## src/rtl/hbp_pkg.sv

```systemverilog
package hbp_pkg;

    localparam int ALIGN_BITS = 2;

    typedef enum logic [1:0] {
        CTR_STRONG_NT = 2'b00,
        CTR_WEAK_NT   = 2'b01,
        CTR_WEAK_T    = 2'b10,
        CTR_STRONG_T  = 2'b11
    } ctr_e;

    typedef struct packed {
        logic trained;
        ctr_e ctr;
    } entry_t;

    // Upper counter bit decides the direction.
    function automatic logic ctr_says_taken(ctr_e c);
        logic [1:0] v;
        v = c;
        return v[1];
    endfunction

    // Fallback for entries without history: loop-closing branches jump back.
    function automatic logic static_guess(logic backward);
        return backward;
    endfunction

    // Next entry contents after one resolved outcome.
    function automatic entry_t entry_train(entry_t cur, logic taken);
        entry_t nxt;
        nxt.trained = 1'b1;
        if (!cur.trained) begin
            nxt.ctr = taken ? CTR_WEAK_T : CTR_WEAK_NT;
        end else begin
            unique case (cur.ctr)
                CTR_STRONG_NT: nxt.ctr = taken ? CTR_WEAK_NT  : CTR_STRONG_NT;
                CTR_WEAK_NT:   nxt.ctr = taken ? CTR_WEAK_T   : CTR_STRONG_NT;
                CTR_WEAK_T:    nxt.ctr = taken ? CTR_STRONG_T : CTR_WEAK_NT;
                default:       nxt.ctr = taken ? CTR_STRONG_T : CTR_WEAK_T;
            endcase
        end
        return nxt;
    endfunction

endpackage

```

## src/rtl/hbp_index.sv

```systemverilog
module hbp_index #(
    parameter int PC_W  = 32,
    parameter int IDX_W = 4
) (
    input  logic [PC_W-1:0]  pc,
    output logic [IDX_W-1:0] idx
);
    import hbp_pkg::*;

    localparam int TOP_BIT = ALIGN_BITS + IDX_W;

    assign idx = pc[ALIGN_BITS +: IDX_W];

    logic unused_pc_bits;
    assign unused_pc_bits = ^{pc[PC_W-1:TOP_BIT], pc[ALIGN_BITS-1:0]};
endmodule

```

## src/rtl/hbp_table.sv

```systemverilog
module hbp_table #(
    parameter int IDX_W = 4
) (
    input  logic                 clk,
    input  logic                 rst,
    input  logic [IDX_W-1:0]     rd_idx,
    output hbp_pkg::entry_t      rd_entry,
    input  logic                 wr_en,
    input  logic [IDX_W-1:0]     wr_idx,
    input  logic                 wr_taken
);
    import hbp_pkg::*;

    localparam int DEPTH = 1 << IDX_W;

    entry_t entries [DEPTH];

    generate
        for (genvar g = 0; g < DEPTH; g++) begin : g_entry
            always_ff @(posedge clk) begin
                if (rst) begin
                    entries[g] <= '{trained: 1'b0, ctr: CTR_WEAK_NT};
                end else if (wr_en && wr_idx == IDX_W'(g)) begin
                    entries[g] <= entry_train(entries[g], wr_taken);
                end
            end
        end
    endgenerate

    assign rd_entry = entries[rd_idx];
endmodule

```

## src/rtl/hbp_stats.sv

```systemverilog
module hbp_stats #(
    parameter int CNT_W = 16
) (
    input  logic             clk,
    input  logic             rst,
    input  logic             ev_valid,
    input  logic             ev_miss,
    output logic [CNT_W-1:0] total,
    output logic [CNT_W-1:0] misses
);
    localparam logic [CNT_W-1:0] CNT_MAX = '1;

    always_ff @(posedge clk) begin
        if (rst) begin
            total  <= '0;
            misses <= '0;
        end else if (ev_valid) begin
            if (total != CNT_MAX)
                total <= total + CNT_W'(1);
            if (ev_miss && misses != CNT_MAX)
                misses <= misses + CNT_W'(1);
        end
    end
endmodule

```

## src/rtl/hybrid_bpred.sv

```systemverilog
module hybrid_bpred #(
    parameter int PC_W  = 32,
    parameter int IDX_W = 4,
    parameter int CNT_W = 16
) (
    input  logic             clk,
    input  logic             rst,
    input  logic             lk_valid,
    input  logic [PC_W-1:0]  lk_pc,
    input  logic             lk_backward,
    output logic             pred_taken,
    output logic             pred_trained,
    input  logic             up_valid,
    input  logic [PC_W-1:0]  up_pc,
    input  logic             up_taken,
    input  logic             up_predicted,
    output logic [CNT_W-1:0] branch_count,
    output logic [CNT_W-1:0] miss_count
);
    import hbp_pkg::*;

    logic [IDX_W-1:0] lk_idx;
    logic [IDX_W-1:0] up_idx;
    entry_t           lk_entry;

    hbp_index #(.PC_W(PC_W), .IDX_W(IDX_W)) lk_index_i (
        .pc  (lk_pc),
        .idx (lk_idx)
    );

    hbp_index #(.PC_W(PC_W), .IDX_W(IDX_W)) up_index_i (
        .pc  (up_pc),
        .idx (up_idx)
    );

    hbp_table #(.IDX_W(IDX_W)) table_i (
        .clk      (clk),
        .rst      (rst),
        .rd_idx   (lk_idx),
        .rd_entry (lk_entry),
        .wr_en    (up_valid),
        .wr_idx   (up_idx),
        .wr_taken (up_taken)
    );

    hbp_stats #(.CNT_W(CNT_W)) stats_i (
        .clk      (clk),
        .rst      (rst),
        .ev_valid (up_valid),
        .ev_miss  (up_taken ^ up_predicted),
        .total    (branch_count),
        .misses   (miss_count)
    );

    always_comb begin
        pred_trained = lk_valid & lk_entry.trained;
        if (!lk_valid)
            pred_taken = 1'b0;
        else if (lk_entry.trained)
            pred_taken = ctr_says_taken(lk_entry.ctr);
        else
            pred_taken = static_guess(lk_backward);
    end
endmodule

```

## config.mk

```make
export PLATFORM = sky130hd
export DESIGN_NAME = hybrid_bpred
export DESIGN_NICKNAME = d
export VERILOG_FILES = /design/src/rtl/hbp_pkg.sv /design/src/rtl/hbp_index.sv /design/src/rtl/hbp_table.sv /design/src/rtl/hbp_stats.sv /design/src/rtl/hybrid_bpred.sv
export SDC_FILE = /design/constraint.sdc
export NUM_CORES = 1
export LEC_CHECK = 0
export ABC_AREA = 0
export BUFFER_PORTS_ARGS = -buffer_cell sky130_fd_sc_hd__buf_4
export CAP_MARGIN = 20
export CORE_MARGIN = 2
export CORE_UTILIZATION = 45
export DETAILED_ROUTE_END_ITERATION = 7
export PLACE_DENSITY = 0.78
export SETUP_SLACK_MARGIN = 0.02
export SLEW_MARGIN = 10
export SYNTH_ARGS = -nofsm -noshare
export SYNTH_HDL_FRONTEND = slang
export SYNTH_SLANG_ARGS = --single-unit
```

## constraint.sdc

```tcl
create_clock -name clk -period 2.2 [get_ports clk]
set_input_delay 0.44 -clock clk [delete_from_list [all_inputs] [get_ports clk]]
set_output_delay 0.44 -clock clk [all_outputs]
set_load 0.1 [all_outputs]
```

==> run summary <==
======================================================================================
Total nets after synthesis ..............................................          536
Share of synthesized registers carrying an async set or reset ...........           0%
Clock tree from TritonCTS ...............................................        built
Die X-Extent ............................................................     103.4 um
Share of the synthesized netlist area taken by xor and xnor gates .......       5.319%
Top_reg_cell synth ......................................................     edfxtp_1
Number of placement rows ................................................           36
Post-synthesis sequential area ratio ....................................       46.61%
Setup violators final ...................................................            2
Buffer levels on the longest clock path .................................            2
Total GRT Usage .........................................................       20.13%
Max transition margin ...................................................       67.74%
Cell type contributing the most total cell area after synthesis .........     edfxtp_1
Result of the run ....................................................... finished with violations
Residual overflow from global routing ...................................            0
Leakage .................................................................  0.002107 uW
Drt initial violations ..................................................          169
Worst slack at placement ................................................    -296.0 ps
Nature of the critical path startpoint ..................................         flop
Adder and majority cell fraction of the synthesized area ................      0.5629%
Cts bufs inserted .......................................................            9
Minimum clock period ....................................................      2527 ps
Number of synthesized register bits .....................................           80
Port-buffer cells .......................................................           48
Vias in the first global route ..........................................        3,617
Dpl hpwl ................................................................     7.365 mm
Transition time at the pin with the least slew margin ...................     478.6 ps
Net count, final ........................................................          617
Portion of netlist area occupied by mux cells ...........................       5.685%
Pins over their slew limit ..............................................            0
Via Count ...............................................................        3,752
Overall die height ......................................................     103.4 um
Post-synth design cell area ............................................. 0.004446 mm^2
Post-synthesis simple-gate area fraction ................................       18.97%
Combinational family with the most area after synthesis ................. simple AND/OR/NAND/NOR gates
Detailed-route wire length per cell .....................................     15.05 um
Clock transition at path regs ...........................................        90 ps
Number of distinct standard cells referenced by the synthesized netlist .           48
Boundary Pins ...........................................................          105
CTS Sinks ...............................................................           80
Worst setup margin ......................................................    -327.2 ps
Fraction of the mapped netlist area in compound gates ...................       18.55%
Starting density of the core ............................................       45.90%
GPL Wtd Cong ............................................................       0.8328
First-pass iteration count of the detailed router .......................            5
Total power divided by cell area ........................................ 614.0 mW/mm^2
DRC viols ...............................................................            0
Kind of capture point of the worst setup path ...........................  output port
Max capacitance violation total .........................................            0
Number of H-tree branching levels .......................................            3
Peak VDD IR .............................................................    0.3328 mV
Mean Syn Cell Area ......................................................   9.602 um^2
RSZ-0062 raised after global routing ....................................         true
Synth top area share ....................................................       31.75%
Maximum clock rate ......................................................    395.7 MHz
Maximum number of pins on one net before global-route repair ............           52
Final critical-path share of the clock period ...........................       114.9%
Violations in the final reports ......................................... negative setup slack
Root cell of the clock tree .............................................     clkbuf_8
Min-delay worst type .................................................... flop to flop
Count of flip-flops with a built-in enable after synthesis ..............           47
Setup Crit Path Kind .................................................... flop to output port
Post-Route Setup TNS ....................................................    -455.3 ps
Post-layout instance area ............................................... 0.005539 mm^2
Antenna violations before repair ........................................            0
Via-to-Cell Ratio .......................................................        5.501
Post-Route Skew .........................................................     10.55 ps
Worst endpoint data arrival time ........................................      2090 ps
First-pass GRT wire length ..............................................     16.77 mm
Share of layout cells above drive strength 1 ............................       28.78%
Required @ worst endpoint ...............................................      1760 ps
Number of warnings issued by yosys ......................................            0
Final hold violation count ..............................................            0
Floorplan die area ...................................................... 0.01069 mm^2
Post-CTS Hold Fix Bufs ..................................................            0
Number of stages on the worst hold path .................................            2
Ranking of synthesized cells by area .................................... edfxtp_1 (32%), dfxtp_1 (15%), mux4_2 (4.6%), nor2_1 (4.6%), xnor2_1 (4.1%)
Detail Route Antenna Nets ...............................................            0
Maximum fanout along the worst path .....................................            2
Worst-case reg-to-reg path depth ........................................            6
Floorplan core area ..................................................... 0.009684 mm^2
Antenna diode count .....................................................            0
Clock Latency Late Sink .................................................       350 ps
Cell count after synthesis ..............................................          463
Total detailed-routing wirelength .......................................     10.27 mm
Post-place instance area ................................................ 0.005228 mm^2
Growth of design area from synthesis to finish ..........................       24.60%
======================================================================================
## synthesized netlist by cell type, types with 6 or more instances
library cell,n
xnor2_1,21
a21oi_1,20
a21o_1,11
a21boi_0,20
o21bai_1,12
dfxtp_1,33
xor2_1,6
clkbuf_1,14
nor3_1,21
edfxtp_1,47
nor4_1,7
inv_1,25
o21ai_0,27
nand2_1,38
mux4_2,9
nor2_1,54
o211ai_1,18
nand4_1,9
nand3_1,12
## repair_timing
item,CTS,global route
setup buffers,3,2
endpoints found under the setup margin,2,2
resized for setup,7,1
cloned,0,0
pin swaps,1,0
## worst max-delay path, stage by stage (launching register included)
cell and delay, ps:
edfxtp_1 440, mux4_2 480, mux4_2 510, o2bb2ai_4 150, buf_12 160
## cells in the final DEF, fill, tap and decap left out, drive strengths merged, types with 2 or more instances in the layout
cell type	netlist	layout
o21ai	27	27
nand4	10	10
nand3	14	14
nor2	54	54
a211oi	4	4
nand2	38	38
buf	6	90
or3	2	2
inv	27	29
o21bai	12	12
xnor2	21	21
nor4	10	10
and3	3	3
nor2b	2	2
clkbuf	14	12
a21oi	20	20
nor3	21	21
o211ai	18	18
xor2	6	6
a21o	11	11
nand2b	5	5
o21a	3	3
a21boi	20	20
dfxtp	33	33
and2	5	5
a31o	2	2
mux2i	5	5
ha	2	2
edfxtp	47	47
and4	3	3
mux4	9	9
## report_power, final
group	internal [uW]	total [uW]	switching, uW	leakage, uW
combinational	197	482	285	0.00127
clock	701	1260	561	0.000124
sequential	1630	1660	30.7	0.000712
total	2520	3400	877	0.00211
## flip-flops by register name, summed over array words and instances, names as in the netlist
register	flops
stats_i.misses	16
stats_i.total	16
table_i.entries	48
## final timing paths
path                                             from               end  slack [ps]
worst min register to register       stats_i.total[1]  stats_i.total[1]         490
worst max-delay path            table_i.entries[9][1]        pred_taken        -330
worst min-delay path                 stats_i.total[1]  stats_i.total[1]         490
worst max register to register       stats_i.total[0]  stats_i.total[4]         360
## cell families (layout without fill, tap and decap cells)
kind of cell / count (synthesis) / after routing
xor gates and xnor gates: 27 / 27
muxes: 14 / 14
AOI/OAI and AO/OA: 123 / 123
adders and majority gates: 2 / 2
DFF: 80 / 80
buffers and inverters: 47 / 133
and+or+nand+nor: 170 / 170
## layout make-up
cell class | count | area, um^2
fill | 843 | 4145
multi-input combinational | 336 | 2211
sequential | 80 | 2106
timing repair buffer | 90 | 713.2
clock buffer | 12 | 187.7
tap | 133 | 166.4
inverter | 27 | 101.3
clock inverter | 4 | 53.80
## per-stage QoR
stage | instances | utilization, % | total power [uW] | hold WS (ps)
global placement | 661 | 53.98 | 2125 | 471.8
floorplan | 463 | - | 1988 | 506.0
CTS | 680 | 57.00 | 3415 | 467.7
detailed placement | 661 | 53.98 | 2143 | 481.9
global route | 682 | 57.20 | 3519 | 500.3
finish | 682 | 57.20 | 3401 | 490.8
## layer usage
metal  share of wire [%]  routed length, um  track usage (%)  vias up
met5                   0                  0                0        -
met4                 1.4                146            7.085        0
met3                 4.1                416            3.159       19
met2                  51               5189            34.94       94
met1                  44               4513            25.51     1783
li1                    -                  -                -     1856
No activity file was read; power rests on OpenSTA's default activity.
